--- config.mk ---
export PLATFORM = sky130hd
export DESIGN_NAME = tri_timer
export DESIGN_NICKNAME = d
export VERILOG_FILES = /design/src/rtl/tri_timer_pkg.sv /design/src/rtl/tmr_prescale.sv /design/src/rtl/tmr_channel.sv /design/src/rtl/tri_timer.sv
export SDC_FILE = /design/constraint.sdc
export NUM_CORES = 1
export LEC_CHECK = 0
export CAP_MARGIN = 30
export CORE_MARGIN = 2
export CORE_UTILIZATION = 25
export DETAILED_ROUTE_END_ITERATION = 16
export PLACE_DENSITY = 0.5
export SLEW_MARGIN = 30
export SYNTH_ARGS = -nofsm -noshare
export SYNTH_HDL_FRONTEND = slang
export SYNTH_SLANG_ARGS = --single-unit
--- constraint.sdc ---
create_clock -name clk -period 2.2 [get_ports clk]
set_input_delay 0.33 -clock clk [delete_from_list [all_inputs] [get_ports clk]]
set_output_delay 0.33 -clock clk [all_outputs]
set_load 0.02 [all_outputs]
--- src/rtl/tri_timer_pkg.sv ---
package tri_timer_pkg;

    localparam int ADDR_W  = 3;
    localparam int N_CHAN  = 3;

    localparam logic [ADDR_W-1:0] A_CTRL     = 3'd0;
    localparam logic [ADDR_W-1:0] A_TICK     = 3'd1;
    localparam logic [ADDR_W-1:0] A_CMP_BASE = 3'd2;
    localparam logic [ADDR_W-1:0] A_CNT_BASE = 3'd5;

    typedef enum logic [1:0] {
        MODE_UP_WRAP     = 2'd0,
        MODE_TICK_UP     = 2'd1,
        MODE_DOWN_RELOAD = 2'd2
    } tmr_mode_e;

    function automatic tmr_mode_e chan_mode(input int idx);
        case (idx)
            0:       return MODE_UP_WRAP;
            1:       return MODE_TICK_UP;
            default: return MODE_DOWN_RELOAD;
        endcase
    endfunction

    function automatic logic [ADDR_W-1:0] cmp_addr(input int idx);
        return A_CMP_BASE + ADDR_W'(idx);
    endfunction

    function automatic logic [ADDR_W-1:0] cnt_addr(input int idx);
        return A_CNT_BASE + ADDR_W'(idx);
    endfunction

endpackage

--- src/rtl/tmr_prescale.sv ---
module tmr_prescale #(
    parameter int TICK_DIV = 100000,
    localparam int DIV_W   = $clog2(TICK_DIV + 1)
) (
    input  logic clk,
    input  logic rst,
    input  logic run,
    output logic tick
);
    logic [DIV_W-1:0] pre_q;

    assign tick = run && (pre_q == DIV_W'(TICK_DIV - 1));

    always_ff @(posedge clk) begin
        if (rst || !run) begin
            pre_q <= '0;
        end else if (tick) begin
            pre_q <= '0;
        end else begin
            pre_q <= pre_q + 1'b1;
        end
    end
endmodule

--- src/rtl/tmr_channel.sv ---
module tmr_channel
    import tri_timer_pkg::*;
#(
    parameter int        CNT_W = 32,
    parameter tmr_mode_e MODE  = MODE_UP_WRAP
) (
    input  logic             clk,
    input  logic             rst,
    input  logic             run,
    input  logic             step_en,
    input  logic             ld,
    input  logic [CNT_W-1:0] ld_val,
    input  logic [CNT_W-1:0] cmp,
    output logic [CNT_W-1:0] cnt,
    output logic             irq
);
    logic [CNT_W-1:0] cnt_q;
    logic [CNT_W-1:0] nxt;
    logic             evt;
    logic             step;

    assign step = run && step_en;

    // Next value and event flag depend on the fixed mode of this channel.
    generate
        if (MODE == MODE_UP_WRAP) begin : g_wrap
            always_comb begin
                evt = (cnt_q == cmp);
                nxt = evt ? '0 : cnt_q + 1'b1;
            end
        end else if (MODE == MODE_TICK_UP) begin : g_tick
            always_comb begin
                nxt = cnt_q + 1'b1;
                evt = (nxt == cmp);
            end
        end else begin : g_down
            always_comb begin
                evt = (cnt_q == '0);
                nxt = evt ? cmp : cnt_q - 1'b1;
            end
        end
    endgenerate

    always_ff @(posedge clk) begin
        if (rst) begin
            cnt_q <= '0;
            irq   <= 1'b0;
        end else begin
            irq <= 1'b0;
            if (ld) begin
                cnt_q <= ld_val;
            end else if (step) begin
                cnt_q <= nxt;
                irq   <= evt;
            end
        end
    end

    assign cnt = cnt_q;
endmodule

--- src/rtl/tri_timer.sv ---
module tri_timer
    import tri_timer_pkg::*;
#(
    parameter int CNT_W    = 32,
    parameter int TICK_DIV = 100000
) (
    input  logic              clk,
    input  logic              rst,
    input  logic              bus_we,
    input  logic [ADDR_W-1:0] bus_addr,
    input  logic [CNT_W-1:0]  bus_wdata,
    output logic [CNT_W-1:0]  bus_rdata,
    output logic [N_CHAN-1:0] irq
);
    logic [N_CHAN-1:0]             start_q;
    logic [N_CHAN-1:0][CNT_W-1:0]  cmp_q;
    logic [N_CHAN-1:0][CNT_W-1:0]  cnt_w;
    logic [N_CHAN-1:0]             irq_w;
    logic [N_CHAN-1:0]             ld_w;
    logic                          ms_tick;

    // Start byte and compare registers
    always_ff @(posedge clk) begin
        if (rst) begin
            start_q <= '0;
            cmp_q   <= '0;
        end else if (bus_we) begin
            if (bus_addr == A_CTRL) begin
                start_q <= bus_wdata[N_CHAN-1:0];
            end
            for (int k = 0; k < N_CHAN; k++) begin
                if (bus_addr == cmp_addr(k)) begin
                    cmp_q[k] <= bus_wdata;
                end
            end
        end
    end

    tmr_prescale #(
        .TICK_DIV (TICK_DIV)
    ) pre_i (
        .clk  (clk),
        .rst  (rst),
        .run  (start_q[1]),
        .tick (ms_tick)
    );

    generate
        for (genvar i = 0; i < N_CHAN; i++) begin : g_chan
            localparam tmr_mode_e CH_MODE = chan_mode(i);
            logic step_src;

            if (CH_MODE == MODE_TICK_UP) begin : g_ms
                assign step_src = ms_tick;
            end else begin : g_clk
                assign step_src = 1'b1;
            end

            assign ld_w[i] = bus_we && (bus_addr == cnt_addr(i));

            tmr_channel #(
                .CNT_W (CNT_W),
                .MODE  (CH_MODE)
            ) chan_i (
                .clk     (clk),
                .rst     (rst),
                .run     (start_q[i]),
                .step_en (step_src),
                .ld      (ld_w[i]),
                .ld_val  (bus_wdata),
                .cmp     (cmp_q[i]),
                .cnt     (cnt_w[i]),
                .irq     (irq_w[i])
            );
        end
    endgenerate

    assign irq = irq_w;

    // Combinational read mux
    always_comb begin
        bus_rdata = '0;
        if (bus_addr == A_CTRL) begin
            bus_rdata = CNT_W'(start_q);
        end else if (bus_addr == A_TICK) begin
            bus_rdata = CNT_W'(TICK_DIV);
        end
        for (int k = 0; k < N_CHAN; k++) begin
            if (bus_addr == cmp_addr(k)) begin
                bus_rdata = cmp_q[k];
            end
            if (bus_addr == cnt_addr(k)) begin
                bus_rdata = cnt_w[k];
            end
        end
    end
endmodule

==> impl_metrics.yaml, run 1 <==
global_routing:
  grt.overflow.total: 0
  grt_max_degree: 129
  grt_use_total_pct: 20.5
  grt_pass1_vias: 13500
  antenna_found_initial: 1
  grt_pass1_wl_um: 84200
yosys:
  yosys-mux-area-fraction_pct: 5.71
  synth_xor_area_share_pct: 9.41
  synth_fp_nets: 1794
  synthArstFlopShare_pct: 0
  synthTopCellsByArea: "dfxtp_1 (33%), nand2_1 (8.5%), a21oi_1 (6.2%)"
  syn-cell-area_um2: 13100
  synth-edff-count: 0
  yosys_warnings: 0
  ys_types: 80
  synthAdderAreaFrac_pct: 0.476
  synth_top_family_by_area: "simple AND/OR/NAND/NOR gates"
  yosysTopAreaCell: "dfxtp_1"
  synth.most_common_cell: "nand2_1"
  yosysTopAreaCellShare_pct: 32.8
  synth_ff_type: "dfxtp_1"
  ys_ff_latch: 215
  seq_area_frac_synth_pct: 32.8
  syn_area_per_cell_um2: 7.50
  ys_top_cells_by_count: "nand2_1 (299), dfxtp_1 (215), nor2_1 (186), a21oi_1 (162), clkbuf_1 (100)"
  syn_inst: 1751
  synth_compound_area_share_pct: 19.7
  synth-simple-area-share_pct: 27.1
finish:
  drive_above_1_share_pct: 32.8
  antenna_cells: 0
  area_delta_synth_final_pct: 45.6
  nNetsFinal: 2100
  fillCellCount: 5257
  fin_area_um2: 19100
die:
  core.rowCount: 83
  core_area_um2: 51600
  initial_core_util_pct: 25.4
  top_level_ports: 73
  dieArea_um2: 54400
  die_w_um: 233
  die_h_um: 233
timing:
  slew_violations: 0
  clock.fmax_mhz: 390
  hold_viol_final: 0
  final_critical_path_setup_slack_ns: -0.367
  relSlewSlack_pct: 48.9
  finalSetupViolations: 36
  fin_worst_skew_ns: 0.0295
  finalCritPeriodShare_pct: 117
  worst_pin_slew_ns: 0.763
  grt_setup_unrepaired: "true"
  min_period_ns: 2.57
  whs_ns: 0.385
clock_tree:
  cts_tree: "built"
  cts.sinks: 215
  insertion_delay_ns: 0.57
  cts_hold_buf: 0
  h-tree-depth: 1
  clk_pin_slew_ns: 0.06
  numCtsBuffers: 28
  ctsLongestPathBuffers: 3
  cts_root_buf: "clkbuf_16"
place:
  gp_congestion: 0.929
  place_hpwl_um: 42700
  portBuffers: 72
  place_area_um2: 16900
  pre_cts_ws_ns: -0.548
job:
  drv.max_cap_violation_count: 0
setup_path:
  critPathCaptureType: "flip-flop"
  cp-start-kind: "flip-flop"
  critical_path_class: "reg -> reg"
  crit_fanout: 6
  cp_data_required_time_ns: 2.61
  r2r_slack_ns: -0.37
  critPathArrivalTime_ns: 2.98
pwr:
  p_leak_nw: 7.33
  total_power_mw: 11.6
  peakVddDrop_uv: 516
  power.density_nw_per_um2: 608
routing:
  routed-via-count: 14300
  drtAntennaViolNets: 0
  wirelength_um: 57500
  drc: 0
  wire_per_inst_um: 20.8
  drt-pass1-iter-count: 5
  vias_per_cell: 5.20
  drtIter0Drc: 1111
outcome:
  status: "finished with violations"
  violations: "setup timing"
hold_path:
  min_path_type: "in -> reg"
-- state kept, by name, summed over array words and instances, names as in the netlist --
name,cells
g_chan.chan_i.irq,3
g_chan.chan_i.cnt,96
pre_i.pre_q,17
start_q,3
cmp_q,96
-- layer usage --
layer / share of wire, % / track usage (%) / vias up
met5: 0 / 0 / -
met4: 3.5 / 7.96 / 0
met3: 5.9 / 3.27 / 105
met2: 46 / 32.9 / 451
met1: 44 / 27.3 / 6936
li1: - / - / 6840
-- report_power, final --
group | total [mW] | internal, mW | switching (mW)
logic | 2.94 | 1.36 | 1.57
clock network | 4.57 | 2.69 | 1.88
registers | 4.12 | 4.01 | 0.119
total | 11.6 | 8.06 | 3.57
-- cells by family (layout without fill, tap and decap cells) --
family | after synthesis | count (layout)
simple gates | 754 | 754
compound gates | 411 | 411
flops | 215 | 215
buf+inv | 155 | 482
xor+xnor | 141 | 141
mux | 70 | 70
fa+ha+maj | 5 | 5
-- per-stage QoR --
step	instances	util, %	setup TNS, ns
2_1_floorplan	1751	-	-1.95
3_3_place_gp	2690	32.7	-17.06
3_5_place_dp	2690	32.7	-18.13
4_1_cts	2752	35.5	-7.05
5_1_grt	2758	37.0	-11.56
6_report	2758	37.0	-8.19
-- worst max-delay path, cell delays in order (launching register included) --
cell       delay (ns)
dfxtp_2          0.31
or4_4            0.53
or4_4            0.56
nand4bb_4        0.23
buf_8            0.18
mux2_4           0.30
a221oi_2         0.23
nor3_1           0.07
-- placed cells by master, fill, tap and decap left out, types with 29 or more instances in the layout --
cell type,Yosys,routed
nor3_1,44,39
xor2_1,76,75
mux2i_1,43,41
nand2_1,299,293
buf_4,3,282
dfxtp_2,0,39
xnor2_1,65,64
nor2_1,186,163
clkdlybuf4s50_1,0,36
dfxtp_1,215,170
a211oi_1,43,34
clkbuf_16,0,29
buf_6,2,52
a21oi_1,162,142
nand3_1,54,49
o21ai_0,80,43
-- timing repair --
action / 4_1_cts / 5_1_grt
gates cloned: 3 / 0
gates resized for setup: 301 / 216
endpoints found under the setup margin: 97 / 117
pin swaps: 51 / 114
buffers inserted: 9 / 15
-- worst paths after layout --
check / endpoint / start / cells past startpoint
hold / removal: g_chan[0].chan_i.cnt[19] / rst / 3
setup reg to reg: g_chan[2].chan_i.cnt[13] / g_chan[2].chan_i.cnt[26] / 7
hold reg to reg: cmp_q[64] / cmp_q[64] / 2
setup / recovery: g_chan[2].chan_i.cnt[13] / g_chan[2].chan_i.cnt[26] / 7
-- cell type report --
class | count | area (um^2) | share of cell area (%)
inverter | 18 | 67.6 | 0.353
tap | 680 | 851 | 4.45
clock inverter | 16 | 133 | 0.694
timing repair buffer | 413 | 3660 | 19.2
sequential | 215 | 4380 | 22.9
clock buffer | 35 | 768 | 4.02
multi-input combinational | 1381 | 9260 | 48.4
Note: power is estimated with default switching activity, not from simulation.
==> inputs of run 2 (changes only) <==
Settings changed: CORE_MARGIN 2 to default.
==> run 2 against run 1 <==
- the flow still finishes with violations (setup timing)
- sequential share of layout area is 0.59 points lower
- design area increased by 2.8%
- setup slack got worse by 0.0097 ns
- sequential power hardly changed
- critical path type unchanged
- critical endpoint is now g_chan[1].chan_i.irq
==> impl_metrics.yaml, run 2 (synthesis results as in run 1) <==
timing:
  fin_worst_skew_ns: 0.0284
  slew_violations: 0
  hold_viol_final: 0
  grt_setup_unrepaired: "true"
  finalSetupViolations: 46
  finalCritPeriodShare_pct: 117
  worst_pin_slew_ns: 0.778
  final_critical_path_setup_slack_ns: -0.377
  min_period_ns: 2.58
  whs_ns: 0.300
  relSlewSlack_pct: 47.8
  clock.fmax_mhz: 388
routing:
  drc: 0
  wirelength_um: 58900
  drtIter0Drc: 1284
  drt-pass1-iter-count: 5
  wire_per_inst_um: 21.1
  drtAntennaViolNets: 0
  routed-via-count: 14500
  vias_per_cell: 5.19
pwr:
  p_leak_nw: 7.55
  peakVddDrop_uv: 555
  power.density_nw_per_um2: 615
die:
  initial_core_util_pct: 25.4
  core_area_um2: 51600
  top_level_ports: 73
  die_h_um: 231
  die_w_um: 231
  dieArea_um2: 53400
  core.rowCount: 83
global_routing:
  grt_max_degree: 91
  grt_pass1_vias: 14000
  grt.overflow.total: 0
  grt_pass1_wl_um: 87300
  antenna_found_initial: 1
  grt_use_total_pct: 21.4
job:
  drv.max_cap_violation_count: 0
setup_path:
  crit_fanout: 3
  cp_data_required_time_ns: 2.67
  reg2reg_depth: 8
  critPathArrivalTime_ns: 3.05
  critical_path_class: "reg -> reg"
  cp-start-kind: "flip-flop"
  critPathCaptureType: "flip-flop"
hold_path:
  min_path_cells: 3
  min_path_type: "in -> reg"
finish:
  final_cell_mix: "buf_4 (318), nand2_1 (288), nor2_1 (165)"
  nNetsFinal: 2140
  final_common_cell: "buf_4"
  drive_above_1_share_pct: 35.3
  fillCellCount: 5230
  area_delta_synth_final_pct: 49.7
outcome:
  status: "finished with violations"
  violations: "setup timing"
place:
  portBuffers: 72
  pre_cts_ws_ns: -0.602
  gp_congestion: 0.954
  place_hpwl_um: 43300
clock_tree:
  numCtsBuffers: 29
  clk_pin_slew_ns: 0.06
  cts_hold_buf: 0
  cts.sinks: 215
  h-tree-depth: 1
  insertion_delay_ns: 0.58
  cts_root_buf: "clkbuf_16"
  cts_tree: "built"
  ctsLongestPathBuffers: 3
-- run 2: cell count changes in the layout (fill, tap and decap cells not counted), moves of 5 or more --
cell,before,now
nand2_1,293,288
buf_4,282,318
xor2_1,75,69
a2bb2oi_1,10,0
buf_6,52,57
clkbuf_8,2,8
dfxtp_2,39,46
a2bb2oi_2,7,17
clkinv_2,13,6
dfxtp_1,170,164
-- run 2: critical path, cell delays in order, from the launching register on --
cell and delay, ns:
dfxtp_2 0.35, ha_4 0.15, nand3_4 0.09, or4_4 0.51, or3b_4 0.40, a31oi_4 0.20
nand4b_1 0.17, a2111oi_4 0.31, nor4b_4 0.31
-- run 2: final timing paths --
check	start	end	slack, ns
hold reg to reg	cmp_q[64]	cmp_q[64]	0.48
setup / recovery	g_chan[1].chan_i.cnt[1]	g_chan[1].chan_i.irq	-0.38
setup reg to reg	g_chan[1].chan_i.cnt[1]	g_chan[1].chan_i.irq	-0.38
hold / removal	rst	cmp_q[72]	0.30
-- run 2: layout make-up --
type	count	area (um^2)	area share, %
multi-input cells	1381	9410	47.9
flip-flops and latches	215	4380	22.3
repair buffers	452	3960	20.1
well taps	680	851	4.33
clock buffers	39	843	4.29
clock inverters	11	135	0.688
inverters	18	71.3	0.363
diodes	1	2.50	0.0127
-- run 2: per-stage QoR --
step	total power, mW	util (%)	cell area (um^2)	setup TNS, ns	instances
4_1_cts	11.9	35.8	18500	-5.66	2778
6_report	12.1	38.1	19700	-6.20	2797
3_5_place_dp	6.59	33.0	17000	-18.88	2711
3_3_place_gp	6.58	33.0	17000	-17.77	2711
5_1_grt	12.6	38.1	19700	-10.83	2797
2_1_floorplan	5.42	-	13200	-1.95	1751
-- run 2: layer usage --
metal	wire, um	global-route usage [%]	vias to the layer above
met1	26400	29.2	7054
met5	0	0	-
li1	-	-	6907
met4	2000	7.26	0
met3	3270	2.76	95
met2	27200	34.5	461
-- run 2: where the power goes --
group,internal (mW),leakage [nW],switching [mW]
registers,4.01,1.77,0.116
logic,1.43,5.30,1.59
clock network,3.00,0.483,1.94
-- run 2: what timing repair did --
item                       in CTS  in global routing
cloned                          0                  3
resized for setup             281                255
pin swaps                      63                103
buffers inserted               18                 27
setup endpoints to repair      85                119
